### config.mk
export PLATFORM = sky130hd
export DESIGN_NAME = pulse_time_estimator
export DESIGN_NICKNAME = d
export VERILOG_FILES = /design/src/rtl/pte_pkg.sv /design/src/rtl/pte_edge_qual.sv /design/src/rtl/pte_frac_div.sv /design/src/rtl/pulse_time_estimator.sv
export SDC_FILE = /design/constraint.sdc
export NUM_CORES = 1
export LEC_CHECK = 0
export BUFFER_PORTS_ARGS = -buffer_cell sky130_fd_sc_hd__buf_2
export CAP_MARGIN = 25
export CORE_MARGIN = 5
export CORE_UTILIZATION = 55
export DETAILED_ROUTE_END_ITERATION = 10
export GPL_TIMING_DRIVEN = 0
export PLACE_DENSITY = 0.77
export RECOVER_POWER = 50
export SYNTH_ARGS = -nofsm -noshare
export SYNTH_HDL_FRONTEND = slang
export SYNTH_HIERARCHICAL = 1
export SYNTH_SLANG_ARGS = --single-unit
### constraint.sdc
create_clock -name clk -period 3.5 [get_ports clk]
set_input_delay 0.35 -clock clk [delete_from_list [all_inputs] [get_ports clk]]
set_output_delay 0.35 -clock clk [all_outputs]
set_load 0.01 [all_outputs]
### src/rtl/pte_pkg.sv
package pte_pkg;
    localparam int DATA_W   = 10;
    localparam int FRAC_W   = 4;
    localparam int CNT_W    = 16;
    localparam int PEAK_DLY = 12;

    typedef logic [DATA_W-1:0] smp_t;

    typedef struct packed {
        logic                vld;
        smp_t                rem;
        smp_t                den;
        logic [FRAC_W-1:0]   quo;
    } div_stg_t;
endpackage

### src/rtl/pte_edge_qual.sv
module pte_edge_qual
    import pte_pkg::*;
#(
    parameter int CW = CNT_W
) (
    input  logic          clk,
    input  logic          rst_n,
    input  smp_t          cur,
    input  smp_t          thr,
    input  logic [CW-1:0] ctr,
    output logic          cand,
    output smp_t          lo,
    output smp_t          hi,
    output logic [CW-1:0] lo_tag
);
    typedef struct packed {
        smp_t          s1;
        smp_t          s2;
        logic [CW-1:0] t1;
        logic [CW-1:0] t2;
    } hist_t;

    hist_t st_d, st_q;

    always_comb begin
        st_d    = st_q;
        st_d.s2 = st_q.s1;
        st_d.t2 = st_q.t1;
        st_d.s1 = cur;
        st_d.t1 = ctr;
    end

    always_ff @(posedge clk or negedge rst_n) begin
        if (!rst_n) st_q <= '0;
        else        st_q <= st_d;
    end

    // two above threshold in a row, previous at or below, slope still non-negative
    assign cand   = (cur > thr) && (st_q.s1 > thr) && (st_q.s2 <= thr) && (cur >= st_q.s1);
    assign lo     = st_q.s2;
    assign hi     = st_q.s1;
    assign lo_tag = st_q.t2;
endmodule

### src/rtl/pte_frac_div.sv
module pte_frac_div
    import pte_pkg::*;
(
    input  logic              clk,
    input  logic              rst_n,
    input  logic              start,
    input  smp_t              num,
    input  smp_t              den,
    output logic              done,
    output logic [FRAC_W-1:0] quo
);
    div_stg_t stg_d [FRAC_W];
    div_stg_t stg_q [FRAC_W];

    always_comb begin
        for (int i = 0; i < FRAC_W; i++) begin
            div_stg_t          src;
            logic [DATA_W:0]   dbl;
            logic              bit_q;
            if (i == 0) begin
                src.vld = start;
                src.rem = num;
                src.den = den;
                src.quo = '0;
            end else begin
                src = stg_q[i-1];
            end
            dbl   = {src.rem, 1'b0};
            bit_q = (dbl >= {1'b0, src.den});
            stg_d[i].vld = src.vld;
            stg_d[i].den = src.den;
            stg_d[i].rem = bit_q ? DATA_W'(dbl - {1'b0, src.den}) : DATA_W'(dbl);
            stg_d[i].quo = {src.quo[FRAC_W-2:0], bit_q};
        end
    end

    always_ff @(posedge clk or negedge rst_n) begin
        if (!rst_n) begin
            for (int i = 0; i < FRAC_W; i++) stg_q[i] <= '0;
        end else begin
            for (int i = 0; i < FRAC_W; i++) stg_q[i] <= stg_d[i];
        end
    end

    assign done = stg_q[FRAC_W-1].vld;
    assign quo  = stg_q[FRAC_W-1].quo;

    AST_DIV_PROPER: assert property (@(posedge clk) disable iff (!rst_n)
        start |-> (num < den));
    AST_DIV_LATENCY: assert property (@(posedge clk) disable iff (!rst_n)
        done |-> $past(start, FRAC_W));
endmodule

### src/rtl/pulse_time_estimator.sv
module pulse_time_estimator
    import pte_pkg::*;
#(
    parameter int CW   = CNT_W,
    parameter int PDLY = PEAK_DLY
) (
    input  logic              clk,
    input  logic              rst_n,
    input  logic              sync_clr,
    input  logic [DATA_W-1:0] sample,
    input  logic [DATA_W-1:0] threshold,
    input  logic              mode_simple,
    output logic              hit_vld,
    output logic [CW-1:0]     hit_coarse,
    output logic [FRAC_W-1:0] hit_frac,
    output logic [DATA_W-1:0] hit_peak
);
    localparam int WAIT_W = $clog2(PDLY + 1);
    localparam int SH_W   = $clog2(DATA_W + 1);

    typedef struct packed {
        logic [CW-1:0]     ctr;
        logic [WAIT_W-1:0] wait_cnt;
        logic [FRAC_W-1:0] frac;
        logic              frac_ok;
        logic              simple;
        logic [CW-1:0]     coarse;
        logic              o_vld;
        logic [CW-1:0]     o_coarse;
        logic [FRAC_W-1:0] o_frac;
        smp_t              o_peak;
    } state_t;

    state_t st_d, st_q;

    logic              cand, start, div_done;
    smp_t              lo, hi, num, den;
    logic [CW-1:0]     lo_tag;
    logic [FRAC_W-1:0] div_quo, simple_frac;

    pte_edge_qual #(.CW(CW)) i_edge (
        .clk    (clk),
        .rst_n  (rst_n),
        .cur    (sample),
        .thr    (threshold),
        .ctr    (st_q.ctr),
        .cand   (cand),
        .lo     (lo),
        .hi     (hi),
        .lo_tag (lo_tag)
    );

    assign num   = threshold - lo;
    assign den   = hi - lo;
    assign start = cand && (st_q.wait_cnt == '0);

    pte_frac_div i_div (
        .clk   (clk),
        .rst_n (rst_n),
        .start (start && !mode_simple),
        .num   (num),
        .den   (den),
        .done  (div_done),
        .quo   (div_quo)
    );

    // division-free estimate: shift by the power of two at or above the edge height
    always_comb begin
        logic [SH_W-1:0]          p;
        logic [DATA_W+FRAC_W-1:0] scaled;
        p = '0;
        for (int i = DATA_W; i >= 0; i--) begin
            if (((DATA_W+1)'(1) << i) >= {1'b0, den}) p = SH_W'(i);
        end
        scaled      = {num, {FRAC_W{1'b0}}} >> p;
        simple_frac = scaled[FRAC_W-1:0];
    end

    always_comb begin
        st_d       = st_q;
        st_d.ctr   = sync_clr ? '0 : st_q.ctr + 1'b1;
        st_d.o_vld = 1'b0;
        if (div_done && !st_q.simple) begin
            st_d.frac    = div_quo;
            st_d.frac_ok = 1'b1;
        end
        if (st_q.wait_cnt != '0) begin
            st_d.wait_cnt = st_q.wait_cnt - 1'b1;
            if (st_q.wait_cnt == WAIT_W'(1)) begin
                st_d.o_vld    = 1'b1;
                st_d.o_coarse = st_q.coarse;
                st_d.o_frac   = st_q.frac;
                st_d.o_peak   = sample;
            end
        end
        if (start) begin
            st_d.wait_cnt = WAIT_W'(PDLY - 1);
            st_d.coarse   = lo_tag;
            st_d.simple   = mode_simple;
            st_d.frac_ok  = mode_simple;
            if (mode_simple) st_d.frac = simple_frac;
        end
    end

    always_ff @(posedge clk or negedge rst_n) begin
        if (!rst_n) st_q <= '0;
        else        st_q <= st_d;
    end

    assign hit_vld    = st_q.o_vld;
    assign hit_coarse = st_q.o_coarse;
    assign hit_frac   = st_q.o_frac;
    assign hit_peak   = st_q.o_peak;

    AST_ONE_CYCLE_STROBE: assert property (@(posedge clk) disable iff (!rst_n)
        hit_vld |=> !hit_vld);
    AST_FRAC_BEFORE_PEAK: assert property (@(posedge clk) disable iff (!rst_n)
        (st_q.wait_cnt == WAIT_W'(1)) |-> st_q.frac_ok);
    AST_NO_REARM_WHILE_WAITING: assert property (@(posedge clk) disable iff (!rst_n)
        (cand && st_q.wait_cnt != '0) |=> !(st_q.wait_cnt == WAIT_W'(PDLY - 1)));
    AST_SYNC_RESTARTS: assert property (@(posedge clk) disable iff (!rst_n)
        sync_clr |=> (st_q.ctr == '0));
endmodule

# Word level (Yosys, flattened, before mapping)

Cells that the tools add are included.

Register bits: 198
Bits of input ports: 24
Output and inout bits: 31
Word-level logic and storage cells: 88

$add $sub $neg: 7
Magnitude comparators: 19
Eq/ne operators: 1
Shift operators: 1
Muxes and demuxes: 21
Reduce and logical (&&, ||, !) cells: 12

Operators with widths:

| cell                  | number |
|---|---|
| $mux 31               | 2 |
| $mux 4                | 13 |
| $sub 10x10->10        | 5 |
| $ge 11x10->1          | 4 |
| $mux 10               | 3 |
| $mux 26               | 1 |
| $gt 10x10->1          | 2 |
| $add 16x1->16 const B | 1 |
| $mux 16               | 1 |
| $shr 14x4->4          | 1 |
| $ge 11x10->1 const A  | 1 |
| $ge 1x10->1 const A   | 1 |
| $ge 10x10->1          | 1 |
| $ge 10x10->1 const A  | 1 |
| $ge 2x10->1 const A   | 1 |
| $ge 3x10->1 const A   | 1 |
| $ge 4x10->1 const A   | 1 |
| $ge 5x10->1 const A   | 1 |
| $ge 6x10->1 const A   | 1 |
| $ge 7x10->1 const A   | 1 |
| $ge 8x10->1 const A   | 1 |
| $ge 9x10->1 const A   | 1 |
| $le 10x10->1          | 1 |
| $logic_and 1x1->1     | 6 |
| other kinds (8)       | 9 |

# Logic depth before layout (Yosys ltp)

Gate-level depths: netlist (run 1).

Word-level depth: 16
Depth in mapped cells: 18
Depth with buffers taken out: 16

# Cells and area by module

Netlist (run 1), hierarchy kept.

Modules (own cells, without submodules):

| module               | instances | cells an instance | area an instance (µm²) | seq. area each (µm²) |
|---|---|---|---|---|
| pulse_time_estimator | 1         | 444               | 4566.9                 | 1801.7 |
| pte_frac_div         | 1         | 338               | 3986.3                 | 1851.8 |
| pte_edge_qual        | 1         | 182               | 2299.7                 | 1301.2 |

# Least setup slack after synthesis (run 1)

No wires, ideal clock.

Path type: register to register
From: register i_edge.st_q, in the netlist i_edge/hi[0]
To: register i_div/stg_q[90] (netlist name)
Library setup time: 125 ps
Arrival time: 3572 ps
Required time: 3375 ps
Slack: -197 ps
Cell stages (with the launch flop): 17
Path buffers: 2
Clock period less this slack: 3697 ps
Cells stage by stage: dfrtp_1 > buf_4 > inv_1 > ha_1 > inv_1 > fa_1 > a21oi_1 > or3b_2 > a32o_1 > inv_1 > inv_1 > ha_1 > a211o_1 > o32a_1 > a41oi_2 > buf_6 > mux2_4

RTL lines:

| element                  | RTL line            | RTL |
|---|---|---|
| start: declaration       | pte_edge_qual.sv:23 | `hist_t st_d, st_q;` |
| start signal: assignment | pte_edge_qual.sv:35 | `else st_q <= st_d;` |

==> flow_summary.json, run 1 <==
{
  "p_per_area_nw_per_um2": 704,
  "setup_ws_ns": -0.185,
  "diodes": 0,
  "reg2reg_depth": 16,
  "routed_via_density": 5.59,
  "path_clk_slew_ns": 0.07,
  "synth_compound_area_share_pct": 11.6,
  "gp_congestion": 0.889,
  "grt_use_met2_pct": 34.4,
  "portBuffers": 54,
  "nets": 1220,
  "hpwlAfterDp_um": 15400,
  "clock_skew_ns": 0.0256,
  "drtAntennaViolNets": 0,
  "async_flop_share_pct": 100,
  "yosysWarnings": 6,
  "synth-simple-area-share_pct": 8.74,
  "drive_above_1_share_pct": 30.6,
  "hold_viol_final": 0,
  "yosysMostFrequentCell": "dfrtp_1",
  "netlist_instances": 964,
  "cp_data_required_time_ns": 3.81,
  "drc": 0,
  "drtPass1Iterations": 5,
  "syn_to_final_growth_pct": 19.5,
  "leakage_nw": 6.20,
  "die_h_um": 150,
  "yosys-top-cells-count": "dfrtp_1 (198), ha_1 (100), inv_1 (95), mux2_2 (54), nor2_1 (51)",
  "grt.busiest_layer": "met2",
  "switching_share_pct": 34.3,
  "grt_overflow": 0,
  "synth_top_cell_area_share_pct": 45.7,
  "min_period_over_period_pct": 105,
  "clock_tree.root_cell": "clkbuf_16",
  "p_total_mw": 9.14,
  "hold_path_depth": 1,
  "finalInstanceArea_um2": 13000,
  "htree_levels": 4,
  "placed_cell_area_um2": 11500,
  "cp_max_fo": 5,
  "cpPeakStageDelay_ns": 0.38,
  "fmax_mhz": 271,
  "avgSynthCellArea_um2": 11.3,
  "grt_pass1_vias": 7802,
  "maxSlewViolCount": 84,
  "synth.yosys.seq_area_share_pct": 45.7,
  "ir_worst_vdd_uv": 423,
  "power_frac_clock_pct": 21.0,
  "io_pins": 55,
  "outcome": "finished, violations left",
  "worstSetupPathType": "register to register",
  "clock_latency_ns": 0.44,
  "path_cells": "ha_2 -> inv_1 -> fa_2 -> a21o_1 -> a21oi_2 -> o21ai_1 -> a21oi_2 -> buf_4 -> xnor2_4 -> ha_2 -> a21o_1 -> a211oi_2 -> o31ai_2 -> a41oi_2 -> buf_6 -> mux2_4",
  "dp_slack_ns": -0.636,
  "drt_wl_total_um": 22900,
  "min_period_ns": 3.69,
  "gr-usage-met3_pct": 3.49,
  "grt_antenna_before_repair": 0,
  "yosysTopAreaCell": "dfrtp_1",
  "rr_startpoint": "i_edge/lo[0]",
  "hold_end": "i_edge/hi[0]",
  "combPwrFrac_pct": 45.6,
  "hold_path.class": "input pin to register",
  "dr.first_iter.drc_count": 364,
  "cts.path.max_buffers": 2,
  "grt_max_degree": 116,
  "synth_mux_area_share_pct": 10.8,
  "tightest_slew_ns": 2.05,
  "grt_pass1_wl_um": 37200,
  "setup_violations": 13,
  "yosysUniqueCellTypes": 71,
  "violations": "capacitance limit, slew limit, setup timing",
  "core_area_um2": 19500,
  "synthFlopType": "dfrtp_1",
  "slew-limit-headroom_pct": -36.4,
  "wl_per_cell_um": 16.8,
  "track_usage_pct": 20.6,
  "drv_cap": 1,
  "die_width_um": 150,
  "synth-xor-area-share_pct": 3.72,
  "regToRegEndpoint": "i_div/stg_q[93]",
  "synth_seq_cells": 198,
  "cts.sinks": 198,
  "power_frac_seq_pct": 33.4,
  "net-switching-power_mw": 3.13,
  "gr-usage-met1_pct": 26.4,
  "cts_tree": "yes",
  "start_kind": "register",
  "cts_made_buffers": 17,
  "synth_top_family_by_area": "adder cells",
  "yosys.area_share.adder_pct": 12.5,
  "crit_path_end_kind": "register",
  "hold_start": "sample[0]",
  "cp.arrival_ns": 3.99,
  "synth_nets": 1093,
  "syn-cell-area_um2": 10900,
  "synthTopCellsByArea": "dfrtp_1 (46%), ha_1 (12%), mux2_2 (5.6%), inv_1 (3.3%), buf_4 (3.1%)",
  "initial_core_util_pct": 55.8,
  "dieArea_um2": 22600,
  "slowest_stage": "dfrtp_1",
  "dr_total_vias": 7645,
  "synth-edff-count": 0,
  "rsz0062_at_grt": "yes",
  "r2r_setup_slack_ns": -0.19,
  "placementRows": 51,
  "p_int_mw": 6.01,
  "post-route-util_pct": 66.7
}
[through the flow]
step	TNS, ns	instances	hold slack (ns)
2_1_floorplan	0	964	0.0544
3_3_place_gp	-212.51	1283	0.335
3_5_place_dp	-8.18	1284	0.335
4_1_cts	-1.18	1350	0.0384
5_1_grt	-3.77	1368	0.0665
6_report	-1.81	1368	0.0647
[critical path, delay by kind of cell, from the launching register on]
| kind | cells | cell delay, ns |
|---|---|---|
| compound gates | 8 | 1.55 |
| xor+xnor | 1 | 0.12 |
| fa+ha+maj | 3 | 0.79 |
| buf+inv | 3 | 0.40 |
| flops | 1 | 0.38 |
| mux | 1 | 0.30 |
[sequential cells by signal, summed over array words and instances, names as in the netlist]
signal	cells
st_q	41
i_div/stg_d	39
i_div/stg_q	30
hit_coarse	16
i_edge/lo_tag	16
i_edge/st_d	16
hit_peak	10
i_edge/hi	10
i_edge/lo	10
hit_frac	4
i_div/quo	4
hit_vld	1
i_div/done	1
[power by group through the flow]
stage	clock [mW]	sequential (mW)	combinational, mW
floorplan	0	3.00	2.97
global placement	0	3.07	3.58
global route	2.07	3.11	4.55
detailed placement	0	3.09	3.69
finish	1.92	3.05	4.16
CTS	1.97	3.05	3.99
[cells by family after synthesis]
family / count (synthesis)
xor gates and xnor gates: 44
and+or+nand+nor: 182
DFF: 198
buffers and inverters: 150
AOI/OAI and AO/OA: 184
muxes: 101
adders and majority gates: 105
[how the worst max path moves through the flow]
stage            startpoint               to  slack [ns]  cells past startpoint
2_1_floorplan  i_edge/hi[0]  i_div/stg_q[90]      0.0001                     16
3_3_place_gp          rst_n   i_edge/st_d[1]       -1.06                      1
3_5_place_dp   threshold[0]  i_div/stg_q[93]       -0.64                     17
4_1_cts        i_edge/hi[0]  i_div/stg_q[93]       -0.15                     17
5_1_grt        i_edge/hi[0]  i_div/stg_q[93]       -0.31                     17
6_report       i_edge/lo[0]  i_div/stg_q[93]       -0.19                     16
[cells in the final DEF, fill, tap and decap left out, types with 18 or more instances in the layout]
| cell | n |
|---|---|
| o21ai_0 | 36 |
| xnor2_1 | 18 |
| buf_2 | 41 |
| mux2_2 | 53 |
| clkbuf_1 | 23 |
| mux2i_1 | 20 |
| ha_1 | 88 |
| dfrtp_1 | 198 |
| buf_4 | 81 |
| a21oi_1 | 38 |
| nor2_1 | 46 |
| inv_1 | 85 |
| nand3_1 | 22 |
| nand2_1 | 26 |
[per-layer routing]
layer | part of all wire, % | vias up
li1 | - | 3620
met1 | 42 | 3742
met2 | 50 | 214
met3 | 4.1 | 69
met4 | 3.8 | 0
met5 | 0 | -
[area by class of cell]
class | instances | area, um2
fillers | 1391 | 6490
multi-input cells | 616 | 5610
flip-flops and latches | 198 | 4950
repair buffers | 110 | 727
clock buffers | 19 | 443
plain buffers | 52 | 394
inverters | 96 | 365
well taps | 265 | 332
clock inverters | 12 | 144
[repair_timing]
| action | 4_1_cts | 5_1_grt |
|---|---|---|
| endpoints found under the setup margin | 15 | 15 |
| hold buffers | 1 | 0 |
| pin swaps | 25 | 28 |
| gates cloned | 1 | 0 |
| endpoints found under the hold margin | 83 | 0 |
| buffers inserted | 37 | 20 |
| resized for setup | 59 | 45 |
No activity file was read; power rests on OpenSTA's default activity.
==> run 2, diff against run 1 <==
--- a/config.mk
+++ b/config.mk
@@ -11,7 +11,7 @@
 export CORE_UTILIZATION = 55
 export DETAILED_ROUTE_END_ITERATION = 10
 export GPL_TIMING_DRIVEN = 0
-export PLACE_DENSITY = 0.77
+export PLACE_DENSITY = 0.74
 export RECOVER_POWER = 50
 export SYNTH_ARGS = -nofsm -noshare
 export SYNTH_HDL_FRONTEND = slang
==> constraint.sdc (replaced) <==
create_clock -name clk -period 4.27 [get_ports clk]
set_input_delay 0.427 -clock clk [delete_from_list [all_inputs] [get_ports clk]]
set_output_delay 0.427 -clock clk [all_outputs]
set_load 0.01 [all_outputs]
==> flow_summary.json, run 2 (synthesis gave the netlist of run 1 again) <==
{
  "outcome": "finished, violations left",
  "violations": "capacitance limit, slew limit",
  "routed_via_density": 5.40,
  "tightest_slew_ns": 1.82,
  "crit_family": "compound AO/OA/AOI/OAI gates",
  "drt_wl_total_um": 20300,
  "rsz0062_at_grt": "no",
  "syn_to_final_growth_pct": 11.3,
  "cts.sinks": 198,
  "worstSetupPathType": "register to register",
  "min_period_ns": 4.13,
  "leakage_nw": 5.81,
  "path_clk_slew_ns": 0.06,
  "slowest_stage": "or3b_2",
  "dr.first_iter.drc_count": 346,
  "cts.path.max_buffers": 2,
  "slew-limit-headroom_pct": -21.3,
  "die_h_um": 150,
  "setup_violations": 0,
  "regToRegEndpoint": "i_div/stg_q[92]",
  "diodes": 0,
  "path_cells": "clkbuf_4 -> inv_1 -> ha_1 -> inv_1 -> fa_2 -> a21oi_1 -> or3b_2 -> a32o_1 -> inv_2 -> inv_1 -> ha_1 -> a211o_1 -> o32a_1 -> a41oi_2 -> buf_6 -> mux2_4",
  "maxSlewViolCount": 73,
  "gr-usage-met1_pct": 24.1,
  "clock_tree.root_cell": "clkbuf_16",
  "core_area_um2": 19500,
  "reg2reg_depth": 16,
  "instances_no_fill": 1320,
  "whs_ns": 0.141,
  "clock_latency_ns": 0.43,
  "nets": 1171,
  "grt_max_degree": 127,
  "placementRows": 51,
  "portBuffers": 54,
  "grt_antenna_before_repair": 0,
  "drive_above_1_share_pct": 19.2,
  "drc": 0,
  "post-route-util_pct": 62.1,
  "critPathLaunch": "i_edge/hi[0]",
  "p_per_area_nw_per_um2": 584,
  "final_common_cell": "dfrtp_1",
  "final_cell_mix": "dfrtp_1 (198), ha_1 (100), inv_1 (94)",
  "p_total_mw": 7.06,
  "grt_overflow": 0,
  "ir_worst_vdd_uv": 337,
  "cts_made_buffers": 17,
  "crit_top_cell": "inv_1",
  "dieArea_um2": 22600,
  "cp_max_fo": 10,
  "dp_cells": 1284,
  "hpwlAfterDp_um": 15300,
  "start_kind": "register",
  "crit_path_end_kind": "register",
  "drtPass1Iterations": 4,
  "largest_reg_flops": 41,
  "gp_congestion": 0.903,
  "grt_pass1_wl_um": 34000,
  "r2r_setup_slack_ns": 0.14,
  "hold_end": "i_edge/hi[0]",
  "grt.busiest_layer": "met2",
  "rr_startpoint": "i_edge/hi[0]",
  "hold_viol_final": 0,
  "clock_skew_ns": 0.0136,
  "grt_pass1_vias": 7164,
  "path_buf_inv": 6,
  "drv_cap": 1,
  "grt_use_met2_pct": 31.9,
  "min_period_over_period_pct": 96.6,
  "hold_start": "sample[0]",
  "htree_levels": 4,
  "track_usage_pct": 18.9,
  "cpPeakStageDelay_ns": 0.48,
  "dr_total_vias": 7130,
  "cts_tree": "yes",
  "gr-usage-met3_pct": 3.31,
  "regMostFlops": "st_q",
  "hold_path.class": "input pin to register",
  "fin_tns_setup_ns": 0,
  "cp_data_required_time_ns": 4.58,
  "die_width_um": 150,
  "hold_path_depth": 1,
  "cp.arrival_ns": 4.43,
  "drtAntennaViolNets": 0,
  "initial_core_util_pct": 55.8,
  "wl_per_cell_um": 15.4,
  "fmax_mhz": 242,
  "io_pins": 55
}
## run 2: cell types whose count changed in the layout (fill, tap and decap cells not counted), sizes merged
cell,previous run,this run
clkinvlp,2,1
clkinv,6,4
inv,99,102
clkbuf,43,69
buf,137,63
## run 2: power breakdown
group / switching [mW] / internal (mW)
registers: 0.199 / 2.29
logic: 1.46 / 1.54
clock network: 0.725 / 0.844
## run 2: worst max path at each step
stage	endpoint	slack, ns	depth (start not counted)
after floorplan	i_div/stg_q[90]	0.57	16
after global placement	hit_coarse[0]	-0.39	1
after detailed placement	i_div/stg_q[97]	0.09	13
after CTS	st_q[49]	0.09	16
after global routing	i_div/stg_q[92]	0.03	16
final	i_div/stg_q[92]	0.14	16
## run 2: stage by stage
stage	worst slack (ns)	instance area (um2)
3_3_place_gp	-0.385	11500
5_1_grt	0.0316	12100
6_report	0.143	12100
3_5_place_dp	0.0942	11500
4_1_cts	0.0905	12100
2_1_floorplan	0.573	10900
## run 2: layout make-up
type	instances	area, um2
fillers	1562	7380
multi-input cells	616	5170
clock buffers	20	447
inverters	96	360
repair buffers	59	278
flip-flops and latches	198	4950
plain buffers	54	402
clock inverters	12	135
well taps	265	332
## run 2: per-layer routing
metal	vias to the layer above	part of all wire [%]
met5	-	0
met4	0	2.5
met3	29	3.4
met2	138	49
met1	3447	45
li1	3516	-
## run 2: worst register-to-register path, stage by stage, from the launching register on
cell and delay, ns:
dfrtp_1 0.41, clkbuf_4 0.15, inv_1 0.03, ha_1 0.18, inv_1 0.07, fa_2 0.26
a21oi_1 0.10, or3b_2 0.48, a32o_1 0.30, inv_2 0.11, inv_1 0.05, ha_1 0.33
a211o_1 0.34, o32a_1 0.41, a41oi_2 0.27, buf_6 0.20, mux2_4 0.31
## run 2: repair_timing
action                                 in CTS  in global routing
setup endpoints to repair                   0                 12
endpoints found under the hold margin      72                  0
setup buffers                               0                  3
gates resized for setup                     0                  9
hold buffers                                1                  0
